===== src/rtl/irqc_pkg.sv =====
package irqc_pkg;
    parameter int N_SRC    = 8;
    parameter int VEC_W    = 8;
    parameter int VEC_BASE = 16;
    localparam int IDX_W   = $clog2(N_SRC);
    localparam logic [VEC_W-1:0] RESET_VEC = '0;

    typedef enum logic {
        SEL_FLAG = 1'b0,
        SEL_EN   = 1'b1
    } reg_sel_e;

    typedef struct packed {
        logic             rd;
        logic             wr;
        reg_sel_e         sel;
        logic [N_SRC-1:0] wdata;
    } bus_req_t;

    typedef struct packed {
        logic             valid;
        logic [IDX_W-1:0] idx;
    } pick_t;

    function automatic logic [VEC_W-1:0] vec_of(input logic [IDX_W-1:0] idx);
        return VEC_W'(VEC_BASE) + VEC_W'(idx);
    endfunction
endpackage


===== src/rtl/irqc_flag_bank.sv =====
module irqc_flag_bank
    import irqc_pkg::*;
(
    input  logic             clk,
    input  logic             rst,
    input  logic [N_SRC-1:0] evt,
    input  logic             rd_flag,
    input  logic             wr_flag,
    input  logic [N_SRC-1:0] wdata,
    output logic [N_SRC-1:0] flags
);
    logic [N_SRC-1:0] flag_q;
    logic [N_SRC-1:0] armed_q;
    logic [N_SRC-1:0] clr;

    assign flags = flag_q;

    for (genvar i = 0; i < N_SRC; i++) begin : g_bit
        // a clear needs a write of 0 to a flag that was seen as 1
        assign clr[i] = wr_flag & ~wdata[i] & armed_q[i] & flag_q[i];

        always_ff @(posedge clk) begin
            if (rst) begin
                flag_q[i]  <= 1'b0;
                armed_q[i] <= 1'b0;
            end else begin
                if (evt[i]) begin
                    flag_q[i]  <= 1'b1;
                    armed_q[i] <= 1'b0;
                end else if (clr[i]) begin
                    flag_q[i]  <= 1'b0;
                    armed_q[i] <= 1'b0;
                end else if (rd_flag && flag_q[i]) begin
                    armed_q[i] <= 1'b1;
                end
            end
        end
    end
endmodule


===== src/rtl/irqc_prio_enc.sv =====
module irqc_prio_enc
    import irqc_pkg::*;
(
    input  logic [N_SRC-1:0] req,
    output pick_t            pick
);
    always_comb begin
        pick = '0;
        for (int i = N_SRC - 1; i >= 0; i--) begin
            if (req[i]) begin
                pick.valid = 1'b1;
                pick.idx   = IDX_W'(i);
            end
        end
    end
endmodule


===== src/rtl/irqc_gate.sv =====
module irqc_gate
    import irqc_pkg::*;
(
    input  logic             clk,
    input  logic             rst,
    input  logic [N_SRC-1:0] req,
    input  logic [N_SRC-1:0] en_drop,
    input  logic             imask,
    input  logic             ccr_wr,
    input  logic             ack,
    output logic             irq,
    output logic             race
);
    logic             inh_q;
    logic             race_q;
    logic             open_w;
    logic [N_SRC-1:0] vis;
    logic             race_set;

    assign open_w   = ~imask & ~inh_q;
    assign vis      = req & {N_SRC{open_w}};
    assign race_set = |(en_drop & vis);
    assign race     = race_q;
    assign irq      = ((|req) | race_q) & open_w;

    always_ff @(posedge clk) begin
        if (rst) begin
            inh_q  <= 1'b0;
            race_q <= 1'b0;
        end else begin
            inh_q <= ccr_wr;
            if (race_set)
                race_q <= 1'b1;
            else if (ack)
                race_q <= 1'b0;
        end
    end
endmodule


===== src/rtl/irq_flag_ctrl.sv =====
module irq_flag_ctrl
    import irqc_pkg::*;
(
    input  logic             clk,
    input  logic             rst,
    input  logic [N_SRC-1:0] evt_i,
    input  logic             bus_rd_i,
    input  logic             bus_wr_i,
    input  logic             bus_sel_i,
    input  logic [N_SRC-1:0] bus_wdata_i,
    output logic [N_SRC-1:0] bus_rdata_o,
    input  logic             imask_i,
    input  logic             ccr_wr_i,
    input  logic             ack_i,
    output logic             irq_o,
    output logic [VEC_W-1:0] vec_o
);
    bus_req_t         bus;
    logic [N_SRC-1:0] flags;
    logic [N_SRC-1:0] en_q;
    logic [N_SRC-1:0] req;
    logic [N_SRC-1:0] en_drop;
    logic             wr_en;
    logic             race;
    pick_t            pick;
    logic [VEC_W-1:0] vec_next;
    logic [VEC_W-1:0] vec_q;

    assign bus.rd    = bus_rd_i;
    assign bus.wr    = bus_wr_i;
    assign bus.sel   = reg_sel_e'(bus_sel_i);
    assign bus.wdata = bus_wdata_i;

    assign wr_en   = bus.wr && bus.sel == SEL_EN;
    assign en_drop = {N_SRC{wr_en}} & en_q & ~bus.wdata;

    irqc_flag_bank u_flags (
        .clk     (clk),
        .rst     (rst),
        .evt     (evt_i),
        .rd_flag (bus.rd && bus.sel == SEL_FLAG),
        .wr_flag (bus.wr && bus.sel == SEL_FLAG),
        .wdata   (bus.wdata),
        .flags   (flags)
    );

    always_ff @(posedge clk) begin
        if (rst)
            en_q <= '0;
        else if (wr_en)
            en_q <= bus.wdata;
    end

    assign req = flags & en_q;

    irqc_prio_enc u_prio (
        .req  (req),
        .pick (pick)
    );

    irqc_gate u_gate (
        .clk     (clk),
        .rst     (rst),
        .req     (req),
        .en_drop (en_drop),
        .imask   (imask_i),
        .ccr_wr  (ccr_wr_i),
        .ack     (ack_i),
        .irq     (irq_o),
        .race    (race)
    );

    // a race with nothing else pending falls back to the reset vector
    always_comb begin
        if (pick.valid)
            vec_next = vec_of(pick.idx);
        else
            vec_next = RESET_VEC;
    end

    always_ff @(posedge clk) begin
        if (rst)
            vec_q <= RESET_VEC;
        else if (ack_i)
            vec_q <= vec_next;
    end

    assign vec_o       = vec_q;
    assign bus_rdata_o = (bus.sel == SEL_EN) ? en_q : flags;
endmodule


===== config.mk =====
export PLATFORM = sky130hd
export DESIGN_NAME = irq_flag_ctrl
export DESIGN_NICKNAME = d
export VERILOG_FILES = /design/src/rtl/irqc_pkg.sv /design/src/rtl/irqc_flag_bank.sv /design/src/rtl/irqc_prio_enc.sv /design/src/rtl/irqc_gate.sv /design/src/rtl/irq_flag_ctrl.sv
export SDC_FILE = /design/constraint.sdc
export NUM_CORES = 1
export LEC_CHECK = 0
export BUFFER_PORTS_ARGS = -buffer_cell sky130_fd_sc_hd__buf_2
export CAP_MARGIN = 0
export CORE_ASPECT_RATIO = 2
export CORE_MARGIN = 2
export CORE_UTILIZATION = 51
export CTS_BUF_LIST = sky130_fd_sc_hd__clkbuf_8 sky130_fd_sc_hd__clkbuf_16
export DETAILED_ROUTE_END_ITERATION = 6
export PLACE_DENSITY_LB_ADDON = 0.08
export SYNTH_ARGS = -nofsm -noshare
export SYNTH_HDL_FRONTEND = slang
export SYNTH_SLANG_ARGS = --single-unit
export TNS_END_PERCENT = 100

===== constraint.sdc =====
create_clock -name clk -period 1.55 [get_ports clk]
set_input_delay 0.31 -clock clk [delete_from_list [all_inputs] [get_ports clk]]
set_output_delay 0.31 -clock clk [all_outputs]
set_load 0.1 [all_outputs]

# After elaboration in Yosys (flattened, before gate mapping)

Index checks and enable logic that the tools add are counted.

Bits in registers: 34
Bits in latches: 0
Bits in writable memories: 0
Memory bits (read-only): 0
Input port bits: 24
Output and inout port bits: 17
Logic and storage cells: 123
Memories kept: 0

Add/sub/neg operators: 1
Multiply operators: 0
Divide/modulo/power cells: 0
Order comparisons: 0
Eq/ne operators: 0
Shift operators: 0
Multiplexer cells: 28
Bitwise gates (word level): 44
Reductions and logical operators: 30

Operators with widths:

| cell                | count |
|---|---|
| $and 8x8->8         | 5 |
| $mux 4              | 8 |
| $and 1x1->1         | 26 |
| $reduce_or 3->1     | 8 |
| $mux 1              | 18 |
| $reduce_bool 2->1   | 9 |
| $reduce_or 8->1     | 2 |
| $logic_and 1x1->1   | 11 |
| $not 1->1           | 11 |
| $mux 8              | 1 |
| $not 8->8           | 1 |
| $add 5x3->6 const A | 1 |
| $mux 6              | 1 |
| $or 1x1->1          | 1 |

# Longest topological paths before layout

Gate-level depths: netlist (run 1).

Depth in word-level cells: 11
Gate-level depth with buffers: 6
Depth with buffers taken out: 4

# By module

Synthesis (run 1) repeated with hierarchy kept, for this count alone.

Cell total of the unflattened synthesis: 182
Area total of the unflattened synthesis: 1759.2 um2

By module, submodules not included:

| module         | times used | cells an instance | area each (um2) |
|---|---|---|---|
| irq_flag_ctrl  | 1          | 85                | 783.3 |
| irqc_flag_bank | 1          | 68                | 759.5 |
| irqc_gate      | 1          | 15                | 133.9 |
| irqc_prio_enc  | 1          | 14                | 82.6 |

# Worst setup path after synthesis (run 1)

OpenSTA, ideal clock, no wires.

Path type: register to output
From: register u_flags.flag_q[1] (netlist: u_flags.flags[1])
To: output port irq_o
Arrival time: 2.913 ns
Setup slack: -1.673 ns
Cell stages (with the launch flop): 5
Path buffers: 0
Cell sequence: dfxtp_1 > a22oi_1 > nand3_1 > nor2_1 > a211oi_1

Cells in the longest elaborated chain, start to end: 4

RTL lines:

| element                           | RTL line             | text |
|---|---|---|
| from (decl)                       | irqc_flag_bank.sv:12 | `logic [N_SRC-1:0] flag_q;` |
| from (signal, indexed assignment) | irqc_flag_bank.sv:24 | `flag_q[i] <= 1'b0;` |
| from (signal, indexed assignment) | irqc_flag_bank.sv:28 | `flag_q[i] <= 1'b1;` |
| from (signal, indexed assignment) | irqc_flag_bank.sv:31 | `flag_q[i] <= 1'b0;` |
| $and 8x8->8                       | irq_flag_ctrl.sv:54  | `assign req = flags & en_q;` |
| $reduce_or 8->1                   | irqc_gate.sv:24      | `assign irq = ((\|req) \| race_q) & open_w;` |
| $or 1x1->1                        | irqc_gate.sv:24      |  |
| $and 1x1->1                       | irqc_gate.sv:24      |  |
| to (decl)                         | irq_flag_ctrl.sv:15  | `output logic irq_o,` |

No other way between the ends.

# Worst setup path after layout (run 1)

Same ends and word-level chain as after synthesis.

==> results of run 1 <==
## path summary, 6_finish.rpt
path / to / cells past startpoint
setup / recovery: irq_o / 5
hold / removal: u_flags.armed_q[0] / 2
setup reg to reg: vec_o[0] / 4
hold reg to reg: vec_o[1] / 2
## final cells by class
| class | count | area, sq um |
|---|---|---|
| clock buffer | 6 | 82.58 |
| clock inverter | 2 | 8.758 |
| fill | 233 | 829.5 |
| inverter | 1 | 3.754 |
| multi-input combinational | 137 | 863.3 |
| sequential | 30 | 625.6 |
| tap | 29 | 36.28 |
| timing repair buffer | 47 | 320.3 |
## cells in the mapped netlist, drive strengths merged
cell type   n
a211oi      2
a21oi      26
a22oi       3
a31oi       1
a32o        2
and3        5
buf         8
clkbuf      4
conb        1
dfxtp      30
inv         1
mux2        8
nand2      28
nand2b      4
nand3       9
nand3b      4
nand4b      1
nor2       10
nor2b       3
nor3        4
nor3b      11
nor4        5
o2111ai     1
o211ai      1
o22ai       2
o32ai       2
or4         1
## cells in the final DEF (no fill, tap or decap), types with 2 or more instances in the layout
cell / count
nand3b_1: 4
o32ai_1: 2
nor3_1: 4
a22oi_2: 3
nor3b_1: 8
clkbuf_4: 2
nor4_1: 5
nor3b_2: 3
buf_12: 3
nand2_2: 4
buf_2: 28
nand2b_1: 4
conb_1: 4
nand3_1: 8
inv_1: 2
buf_4: 14
a32o_1: 2
dfxtp_4: 2
nand2_1: 24
mux2_2: 6
mux2_4: 2
a21oi_1: 26
nor2b_1: 2
dfxtp_1: 14
dfxtp_2: 14
nor2_1: 9
o22ai_1: 2
and3_1: 5
clkbuf_8: 6
## repair_timing
item	4_1_cts	5_1_grt
setup buffers	5	0
resized for setup	12	3
pin swaps	3	0
setup endpoints to repair	8	4
cloned	0	0
## metrics by stage
step	TNS, ns	util [%]	instances	total power, uW
after floorplan	-0.4516	-	180	1213
after detailed placement	-0.1564	64.00	239	1314
after CTS	-0.1085	69.74	252	1972
after global routing	-0.1670	70.05	252	2036
final	-0.09956	70.05	252	1965
after global placement	-0.2087	64.00	239	1306
## worst max-delay path: cells and delay by family, from the launching register on
| family | cells | cell delay (ns) |
|---|---|---|
| DFF | 1 | 0.40 |
| AOI/OAI and AO/OA | 2 | 0.32 |
| buffers and inverters | 1 | 0.21 |
| and+or+nand+nor | 2 | 0.13 |
## logic make-up after synthesis
logic type / count (synthesis) / share of synthesized area, %
AND/OR/NAND/NOR: 85 / 31.28
AO/OA/AOI/OAI: 40 / 16.23
flip-flops: 30 / 40.58
buffers and inverters: 13 / 5.578
multiplexers: 8 / 6.086
other: 1 / 0.2533
## power groups by stage
stage | clock [uW] | sequential [uW] | combinational (uW)
final | 637 | 851 | 477
after global placement | 0 | 868 | 437
after floorplan | 0 | 889 | 323
after detailed placement | 0 | 871 | 443
after CTS | 649 | 851 | 472
after global routing | 677 | 857 | 503
## metal layers
| metal | wire length [microns] | global-route usage (%) |
|---|---|---|
| met5 | 0 | 0 |
| met4 | 108 | 12.81 |
| met3 | 172 | 4.494 |
| met2 | 1960 | 42.66 |
| met1 | 1361 | 23.31 |
## registers in the layout, summed over array words and instances (netlist names)
| signal | count |
|---|---|
| en_q | 8 |
| u_gate.inh_q | 1 |
| u_flags.armed_q | 8 |
| u_gate.race | 1 |
| u_flags.flags | 8 |
| vec_o | 4 |
==> qor.txt, run 1 <==
Slowest library cell on the worst path -> dfxtp_2
Placed Area -> 0.001773 sq mm
List of cells traversed by the critical path -> a22oi_2 -> nand3_2 -> nor2_4 -> a211oi_4 -> buf_12
Critical path startpoint category -> flip-flop
Combined global-route utilization of all metal layers -> 23.02%
Part of the power in the clock network -> 32.4%
Clock tree from TritonCTS -> yes
Violated checks -> negative setup slack
Antenna Cells -> 0
Hold violation total from the final report -> 0
Outcome -> complete, but fails checks
Power per unit of standard cell area -> 1013 mW/mm^2
Switching power share of the total -> 33.27%
Crit path kind -> flip-flop to output port
R2r startpoint -> u_flags.flags[6]
Worst slack after detailed placement -> -0.02908 ns
Mapped Area -> 0.001480 sq mm
Hold_buf cts -> 0
Layout cells sized above 1 -> 41.26%
Flop and latch count out of synthesis -> 30
Number of nets in the layout -> 246
Horizontal die dimension -> 42.10 microns
Internal power consumption -> 1311 uW
Max-Cap Viols -> 0
Number of standard cells after synthesis -> 177
Worst Skew -> 0.008661 ns
Core region area -> 0.002770 sq mm
Maximum clock rate -> 0.6062 GHz
PortBufs -> 36
Final instance area -> 0.001941 sq mm
Leakage Power -> 0.0007822 uW
Effective utilization at floorplan -> 53.43%
Total via count in the routed design -> 1,481
Total Routed Length -> 3602 microns
Post-Syn Area per Cell -> 8.363 sq um
Kind of end point of the critical path -> output port
Final WS setup -> -0.09956 ns
Number of pins with negative max-slew slack in the final report -> 0
Area added between synthesis and finish -> 31.11%
Number of distinct library cell variants in the gate-level netlist after synthesis -> 31
Vias in the first global route -> 1,456
Leading post-synthesis cells by cell area -> dfxtp_1 41%, a21oi_1 8.8%, nand2_1 6.8%
Unrepaired setup endpoints after global routing -> true
Sequential cell fraction of total power -> 43.3%
Crit path largest cell delay -> 0.40 ns
Vertical die dimension -> 80.19 microns
Part of the cycle the worst path needs -> 106.4%
First-pass GRT wire length -> 6051 microns
DIE AREA -> 0.003375 sq mm
Total of endpoints with negative setup slack in the final report -> 1
Clk sink count -> 30
Net switching power figure -> 653.8 uW
Top-level port count -> 41
CTS Buf Count -> 5
Final HPWL from detailed placement -> 2647 microns
Warnings, synthesis -> 0
Required time reported for the critical path endpoint -> 1.24 ns
Maximum root-to-sink buffer count -> 2
Clock latency at the later pin of the worst-skew pair -> 0.28 ns
Biggest fanout along the worst timing path -> 7
Hold Crit Start -> evt_i[0]
CTS H-tree depth -> 2
GP Congestion -> 0.8271
Flop2flop setup slack -> 0.42 ns
Most area-hungry cell type in the Yosys netlist -> dfxtp_1
Standard-cell rows -> 27
Initial drt markers -> 29
Vias per Instance -> 5.877
Antenna violations before repair -> 0
Min Hold Slack -> 0.1983 ns
Portion of synthesized cell area occupied by the leading cell type -> 40.57%
First-pass detailed-route iteration total -> 4
Period minus WS final -> 1.650 ns
CTS Root Buffer Type -> clkbuf_8
Largest net degree at the start of global routing -> 18
Remaining global-route overflow -> 0
Critical path startpoint -> u_flags.flags[1]
Critical path arrival -> 1.34 ns
Register area share after synthesis -> 40.57%
Comb pwr share -> 24.3%
Routed Antenna Nets -> 0
Worst-case vdd ir drop -> 0.0005982 V
DRC errors left -> 0
Clock Pin Slew Worst Setup and Hold Paths -> 0.07 ns
Average routed wire per standard cell -> 14.29 microns
Hold crit path type -> input port to flip-flop
No activity file was read; power rests on OpenSTA's default activity.
==> run 2: changes to the inputs <==
--- a/config.mk
+++ b/config.mk
@@ -7,10 +7,13 @@
 export LEC_CHECK = 0
 export BUFFER_PORTS_ARGS = -buffer_cell sky130_fd_sc_hd__buf_2
 export CAP_MARGIN = 0
+export CELL_PAD_IN_SITES_DETAIL_PLACEMENT = 0
+export CELL_PAD_IN_SITES_GLOBAL_PLACEMENT = 1
 export CORE_ASPECT_RATIO = 2
 export CORE_MARGIN = 2
-export CORE_UTILIZATION = 51
+export CORE_UTILIZATION = 37
 export CTS_BUF_LIST = sky130_fd_sc_hd__clkbuf_8 sky130_fd_sc_hd__clkbuf_16
+export CTS_CLUSTER_DIAMETER = 50
 export DETAILED_ROUTE_END_ITERATION = 6
 export PLACE_DENSITY_LB_ADDON = 0.08
 export SYNTH_ARGS = -nofsm -noshare
==> qor.txt, run 2 (synthesis results as in run 1) <==
CTS Buf Count -> 5 (unchanged)
List of cells traversed by the critical path -> a22oi_2 -> nand3_2 -> nor2_4 -> a211oi_4 -> buf_12
Area added between synthesis and finish -> 42.94%
DP Cell Count -> 264 (+10%)
Average routed wire per standard cell -> 14.23 microns (-0.45%)
First-pass detailed-route iteration total -> 4 (unchanged)
Largest net degree at the start of global routing -> 18 (unchanged)
Part of the cycle the worst path needs -> 109.4% (+3.0 points)
Total Routed Length -> 4027 microns (+12%)
Hold crit path type -> input port to flip-flop
Worst-case vdd ir drop -> 0.0006424 V (+7.4%)
Hold violation total from the final report -> 0 (unchanged)
Bufs and invs on worst path -> 1 (unchanged)
Non-filler cells, final -> 283 (+12%)
Antenna violations before repair -> 0 (unchanged)
Initial drt markers -> 22 (-24%)
CTS H-tree depth -> 2 (unchanged)
PortBufs -> 36 (unchanged)
GP Congestion -> 0.8979 (+8.6%)
Layout cells sized above 1 -> 43.97% (+2.7 points)
Count of cells along the worst register-to-register path -> 6 (+2)
Violated checks -> negative setup slack
End of the worst hold path -> u_flags.armed_q[6]
Power per unit of standard cell area -> 998.1 mW/mm^2 (-1.4%)
Outcome -> complete, but fails checks
DRC errors left -> 0 (unchanged)
Biggest fanout along the worst timing path -> 3 (-4)
Total via count in the routed design -> 1,490 (+0.61%)
Number of nets in the layout -> 255 (+3.7%)
Clock Pin Slew Worst Setup and Hold Paths -> 0.06 ns (about the same)
Final HPWL from detailed placement -> 2942 microns (+11%)
Unrepaired setup endpoints after global routing -> true
Flop2flop setup slack -> 0.28 ns (-0.14 ns)
Horizontal die dimension -> 48.73 microns (+16%)
CP top delay family -> flip-flops
Final WS setup -> -0.1453 ns (-0.04574 ns)
Crit path largest cell delay -> 0.35 ns (-0.05 ns)
R2r startpoint -> u_flags.flags[7]
Core region area -> 0.003844 sq mm (+39%)
Total of endpoints with negative setup slack in the final report -> 1 (unchanged)
Worst Skew -> 0.005732 ns (-0.002929 ns)
Effective utilization at floorplan -> 38.51% (-15 points)
Clk sink count -> 30 (unchanged)
Maximum root-to-sink buffer count -> 2 (unchanged)
CTS Root Buffer Type -> clkbuf_8
R2r endpoint -> u_gate.race
Clock latency at the later pin of the worst-skew pair -> 0.28 ns (about the same)
Slowest library cell on the worst path -> dfxtp_4
Critical path startpoint category -> flip-flop
Max-Cap Viols -> 0 (unchanged)
First-pass GRT wire length -> 6803 microns (+12%)
Standard-cell rows -> 32 (+19%)
Number of pins with negative max-slew slack in the final report -> 0 (unchanged)
Routed Antenna Nets -> 0 (unchanged)
Top-level port count -> 41 (unchanged)
Antenna Cells -> 0 (unchanged)
Vias in the first global route -> 1,464 (+0.55%)
Required time reported for the critical path endpoint -> 1.24 ns (about the same)
Critical path arrival -> 1.39 ns (+0.05 ns)
Vertical die dimension -> 93.45 microns (+17%)
Commonest cells after routing, fill and taps aside -> 26 x a21oi_1, 26 x buf_2, 24 x nand2_1
Remaining global-route overflow -> 0 (unchanged)
Hold_buf cts -> 0 (unchanged)
Combined global-route utilization of all metal layers -> 19.51% (-3.5 points)
Vias per Instance -> 5.265 (-10%)
DIE AREA -> 0.004553 sq mm (+35%)
Period minus WS final -> 1.695 ns (+0.04574 ns)
Count of cells along the worst hold path -> 2 (unchanged)
Number of logic stages on the critical path including buffering -> 5 (unchanged)
Hold Crit Start -> evt_i[6]
Leakage Power -> 0.0008517 uW (+8.9%)
Clock tree from TritonCTS -> yes
Maximum clock rate -> 0.5899 GHz (-2.7%)
Kind of end point of the critical path -> output port
Total negative slack -> -0.1453 ns (-0.04574 ns)
Crit path kind -> flip-flop to output port
## run 2: cell count changes in the layout (fill, tap and decap cells not counted), sizes merged
cell	previous run	this run
clkinv	1	0
clkbuf	8	10
inv	2	1
buf	45	54
## run 2: per-stage QoR
| stage | utilization (%) | power (uW) | hold slack [ns] | cell area (sq um) | worst slack, ns |
|---|---|---|---|---|---|
| 3_3_place_gp | 47.43 | 1319 | 0.4536 | 1823 | -0.02270 |
| 4_1_cts | 53.81 | 2105 | 0.1941 | 2068 | -0.1533 |
| 6_report | 55.05 | 2112 | 0.1955 | 2116 | -0.1453 |
| 3_5_place_dp | 47.43 | 1327 | 0.4658 | 1823 | -0.03810 |
| 5_1_grt | 55.05 | 2208 | 0.1986 | 2116 | -0.2169 |
| 2_1_floorplan | - | 1213 | 0.3863 | 1560 | -0.2081 |
## run 2: worst max-delay path by stage
stage	startpoint	endpoint	slack (ns)
after floorplan	u_flags.flags[7]	irq_o	-0.21
final	u_flags.flags[0]	irq_o	-0.15
after global placement	bus_sel_i	bus_rdata_o[6]	-0.02
after detailed placement	bus_sel_i	bus_rdata_o[6]	-0.04
after global routing	u_flags.flags[0]	irq_o	-0.22
after CTS	u_flags.flags[0]	irq_o	-0.15
## run 2: repair_timing
item,CTS,global route
setup buffers,11,1
endpoints found under the setup margin,9,8
pin swaps,5,1
gates cloned,0,0
resized for setup,20,13
endpoints found under the hold margin,0,0
## run 2: layout make-up
type / instances / area, sq um
Multi-Input combinational cell: 137 / 870.8
Clock buffer: 8 / 110.1
Tap cell: 51 / 63.81
Fill cell: 383 / 1728
Timing Repair Buffer: 56 / 429.2
Sequential cell: 30 / 638.1
Inverter: 1 / 3.754
## run 2: worst reg2reg max path, stage by stage (launching register included)
cell	delay, ns
dfxtp_4	0.35
buf_6	0.12
buf_4	0.13
nand3b_1	0.08
o2111ai_1	0.12
nor3_1	0.22
o32ai_1	0.13
## run 2: layer usage
layer	track usage (%)	part of all wire, %	wire length, microns	up-vias
met5	0	0	0	-
met1	19.92	37	1497	708
met4	8.333	1.5	61	0
li1	-	-	-	741
met2	36.99	57	2309	35
met3	4.313	3.9	159	6
## run 2: power by group
group	internal (uW)	switching (uW)	leakage [uW]
logic	186	346	0.000541
registers	806	34.9	0.000253
clock network	448	291	0.0000575
==> run 3: changes to the inputs <==
--- a/config.mk
+++ b/config.mk
@@ -11,12 +11,13 @@
 export CELL_PAD_IN_SITES_GLOBAL_PLACEMENT = 1
 export CORE_ASPECT_RATIO = 2
 export CORE_MARGIN = 2
-export CORE_UTILIZATION = 37
+export CORE_UTILIZATION = 40
 export CTS_BUF_LIST = sky130_fd_sc_hd__clkbuf_8 sky130_fd_sc_hd__clkbuf_16
 export CTS_CLUSTER_DIAMETER = 50
 export DETAILED_ROUTE_END_ITERATION = 6
 export PLACE_DENSITY_LB_ADDON = 0.08
 export SYNTH_ARGS = -nofsm -noshare
 export SYNTH_HDL_FRONTEND = slang
+export SYNTH_HIERARCHICAL = 1
 export SYNTH_SLANG_ARGS = --single-unit
 export TNS_END_PERCENT = 100
==> qor.txt, run 3 <==
Required time reported for the critical path endpoint -> 1.24 ns (about the same)
Post-Syn Area per Cell -> 9.666 sq um (+16%)
Antenna Cells -> 0 (unchanged)
Hold crit path type -> input port to flip-flop
Kind of end point of the critical path -> output port
GP Congestion -> 0.8231 (-8.3%)
DP Cell Count -> 292 (+11%)
Total via count in the routed design -> 1,601 (+7.4%)
Utilization of the core after routing -> 54.95% (-0.095 points)
DIE AREA -> 0.004977 sq mm (+9.3%)
Tightest Pin Transition -> 0.7149 ns
Warnings, synthesis -> 6 (+6)
Commonest non-fill, non-tap cell in the layout -> buf_4
Slowest library cell on the worst path -> or4_4
Hold violation total from the final report -> 0 (unchanged)
Effective utilization at floorplan -> 40.94% (+2.4 points)
First-pass detailed-route iteration total -> 4 (unchanged)
Register area share after synthesis -> 34.14% (-6.4 points)
Number of pins with negative max-slew slack in the final report -> 0 (unchanged)
Vertical die dimension -> 97.79 microns (+4.6%)
CTS Root Buffer Type -> clkbuf_8
Maximum root-to-sink buffer count -> 2 (unchanged)
Leading cell type by number of instances after synthesis -> dfxtp_1
Maximum clock rate -> 0.4907 GHz (-17%)
Standard-cell rows -> 34 (+6.3%)
Clock Pin Slew Worst Setup and Hold Paths -> 0.06 ns (about the same)
Routed Antenna Nets -> 0 (unchanged)
PortBufs -> 36 (unchanged)
Core region area -> 0.004297 sq mm (+12%)
Remaining global-route overflow -> 0 (unchanged)
Crit path largest cell delay -> 0.54 ns (+0.19 ns)
Clock latency at the later pin of the worst-skew pair -> 0.28 ns (about the same)
CTS H-tree depth -> 2 (unchanged)
Leading post-synthesis cells by cell area -> dfxtp_1 34%, nor4_2 6.4%, a21oi_1 5.7%
Area added between synthesis and finish -> 34.21%
Outcome -> complete, but fails checks
Critical path arrival -> 1.73 ns (+0.34 ns)
Crit path kind -> flip-flop to output port
Portion of synthesized cell area occupied by the leading cell type -> 34.14% (-6.4 points)
List of cells traversed by the critical path -> and2_4 -> or4_4 -> nor3_4 -> a211oi_4 -> buf_12
Combined global-route utilization of all metal layers -> 19.54% (+0.037 points)
Number of enable flip-flop cells after synthesis -> 0 (unchanged)
Flop and latch count out of synthesis -> 30 (unchanged)
Number of nets in the layout -> 269 (+5.5%)
Non-filler cells, final -> 300 (+6.0%)
Total of endpoints with negative setup slack in the final report -> 1 (unchanged)
Area of the multi-input gates -> 0.001079 sq mm (+24%)
Part of the cycle the worst path needs -> 131.5% (+22 points)
Main synth FF type -> dfxtp_1
DRC errors left -> 0 (unchanged)
Max-Cap Viols -> 0 (unchanged)
Max-slew headroom -> 52.24%
Clock tree from TritonCTS -> yes
Most area-hungry cell type in the Yosys netlist -> dfxtp_1
First-pass GRT wire length -> 7465 microns (+9.7%)
Largest net degree at the start of global routing -> 32 (+14)
Top-level port count -> 41 (unchanged)
Mapped Area -> 0.001759 sq mm (+19%)
Initial drt markers -> 27 (+23%)
Clk sink count -> 30 (unchanged)
Number of distinct library cell variants in the gate-level netlist after synthesis -> 36 (+16%)
Unrepaired setup endpoints after global routing -> true
Worst Skew -> 0.006588 ns (+0.0008559 ns)
Vias per Instance -> 5.337 (+1.4%)
Biggest fanout along the worst timing path -> 2 (-1)
Post-CTS setup buffer count -> 0 (-11)
Final HPWL from detailed placement -> 3459 microns (+18%)
Filler Cell Count -> 410 (+7.0%)
Horizontal die dimension -> 50.90 microns (+4.5%)
Proportion of synthesized flip-flops having asynchronous set or reset -> 0% (unchanged)
CTS Buf Count -> 5 (unchanged)
Min Hold Slack -> 0.2155 ns (+0.02003 ns)
Layout cells sized above 1 -> 46.75% (+2.8 points)
Commonest cells after routing, fill and taps aside -> 31 x buf_4, 26 x buf_2, 23 x dfxtp_1
Average routed wire per standard cell -> 14.93 microns (+4.9%)
Violated checks -> negative setup slack
Final instance area -> 0.002361 sq mm (+12%)
Power per unit of standard cell area -> 848.7 mW/mm^2 (-15%)
Leakage Power -> 0.001006 uW (+18%)
Placed Area -> 0.002198 sq mm (+21%)
Total Routed Length -> 4478 microns (+11%)
Critical path startpoint category -> flip-flop
Antenna violations before repair -> 0 (unchanged)
Worst-case vdd ir drop -> 0.0005821 V (-9.4%)
Vias in the first global route -> 1,659 (+13%)
Final WS setup -> -0.4878 ns (-0.3425 ns)
Total negative slack -> -0.4878 ns (-0.3425 ns)
Leading post-synthesis cells by instance count -> 30 x dfxtp_1, 20 x a21oi_1, 14 x nor2_1
Period minus WS final -> 2.038 ns (+0.3425 ns)
FF/Latch Area -> 609.3 sq um (-4.5%)
Number of standard cells after synthesis -> 182 (+2.8%)
[run 3: cell count changes in the layout (fill, tap and decap cells not counted), sizes merged, moves of 7 or more]
cell | before | now
nand2 | 28 | 1
buf | 54 | 67
a21bo | 0 | 8
and2 | 0 | 8
and4b | 0 | 8
and4bb | 0 | 8
nor3 | 4 | 11
[run 3: final cells by class]
| class | instances | share of cell area [%] |
|---|---|---|
| Timing Repair Buffer | 67 | 21.62 |
| Clock buffer | 6 | 3.498 |
| Inverter | 1 | 0.1590 |
| Sequential cell | 30 | 25.81 |
| Clock inverter | 2 | 0.3710 |
| Tap cell | 54 | 2.862 |
| Multi-Input combinational cell | 140 | 45.68 |
[run 3: final timing paths]
check                                       from                 end  slack (ns)  depth (start not counted)
worst max-delay path            u_flags/flags[0]               irq_o       -0.49                          5
worst min-delay path                    evt_i[7]  u_flags/armed_q[7]        0.22                          2
worst max register to register  u_flags/flags[6]            vec_o[4]        0.15                          6
worst min register to register          vec_o[0]            vec_o[0]        0.47                          2
[run 3: kinds of logic after synthesis]
kind of cell	after synthesis	share of synthesized area, %
simple gates	89	37.48
compound gates	38	14.58
flops	30	34.14
buf+inv	15	7.467
mux	9	6.116
other cells	1	0.2132
[run 3: report_power, final]
group | internal, uW | total [uW] | switching [uW]
sequential | 806 | 824 | 18.2
clock | 351 | 628 | 277
combinational | 199 | 551 | 352
[run 3: worst max-delay path, delay by kind of cell, from the launching register on]
family / cells / cell delay, ns
buffers and inverters: 1 / 0.18
flip-flops: 1 / 0.32
AO/OA/AOI/OAI: 1 / 0.09
AND/OR/NAND/NOR: 3 / 0.86
[run 3: layer usage]
metal / track usage, % / up-vias / wire (microns)
li1: - / 798 / -
met4: 8.108 / 0 / 53
met2: 36.23 / 32 / 2698
met5: 0 / - / 0
met3: 4.281 / 4 / 152
met1: 20.27 / 767 / 1574
[run 3: stage by stage]
stage | setup WS [ns] | total power (uW)
after floorplan | -0.2941 | 1217
after global placement | -0.3155 | 1351
after detailed placement | -0.3383 | 1364
after CTS | -0.5003 | 2020
after global routing | -0.5378 | 2093
final | -0.4878 | 2004
[run 3: what timing repair did]
item,in CTS,in global routing
setup endpoints to repair,9,9
gates resized for setup,12,8
hold buffers,0,0
pin swaps,1,1
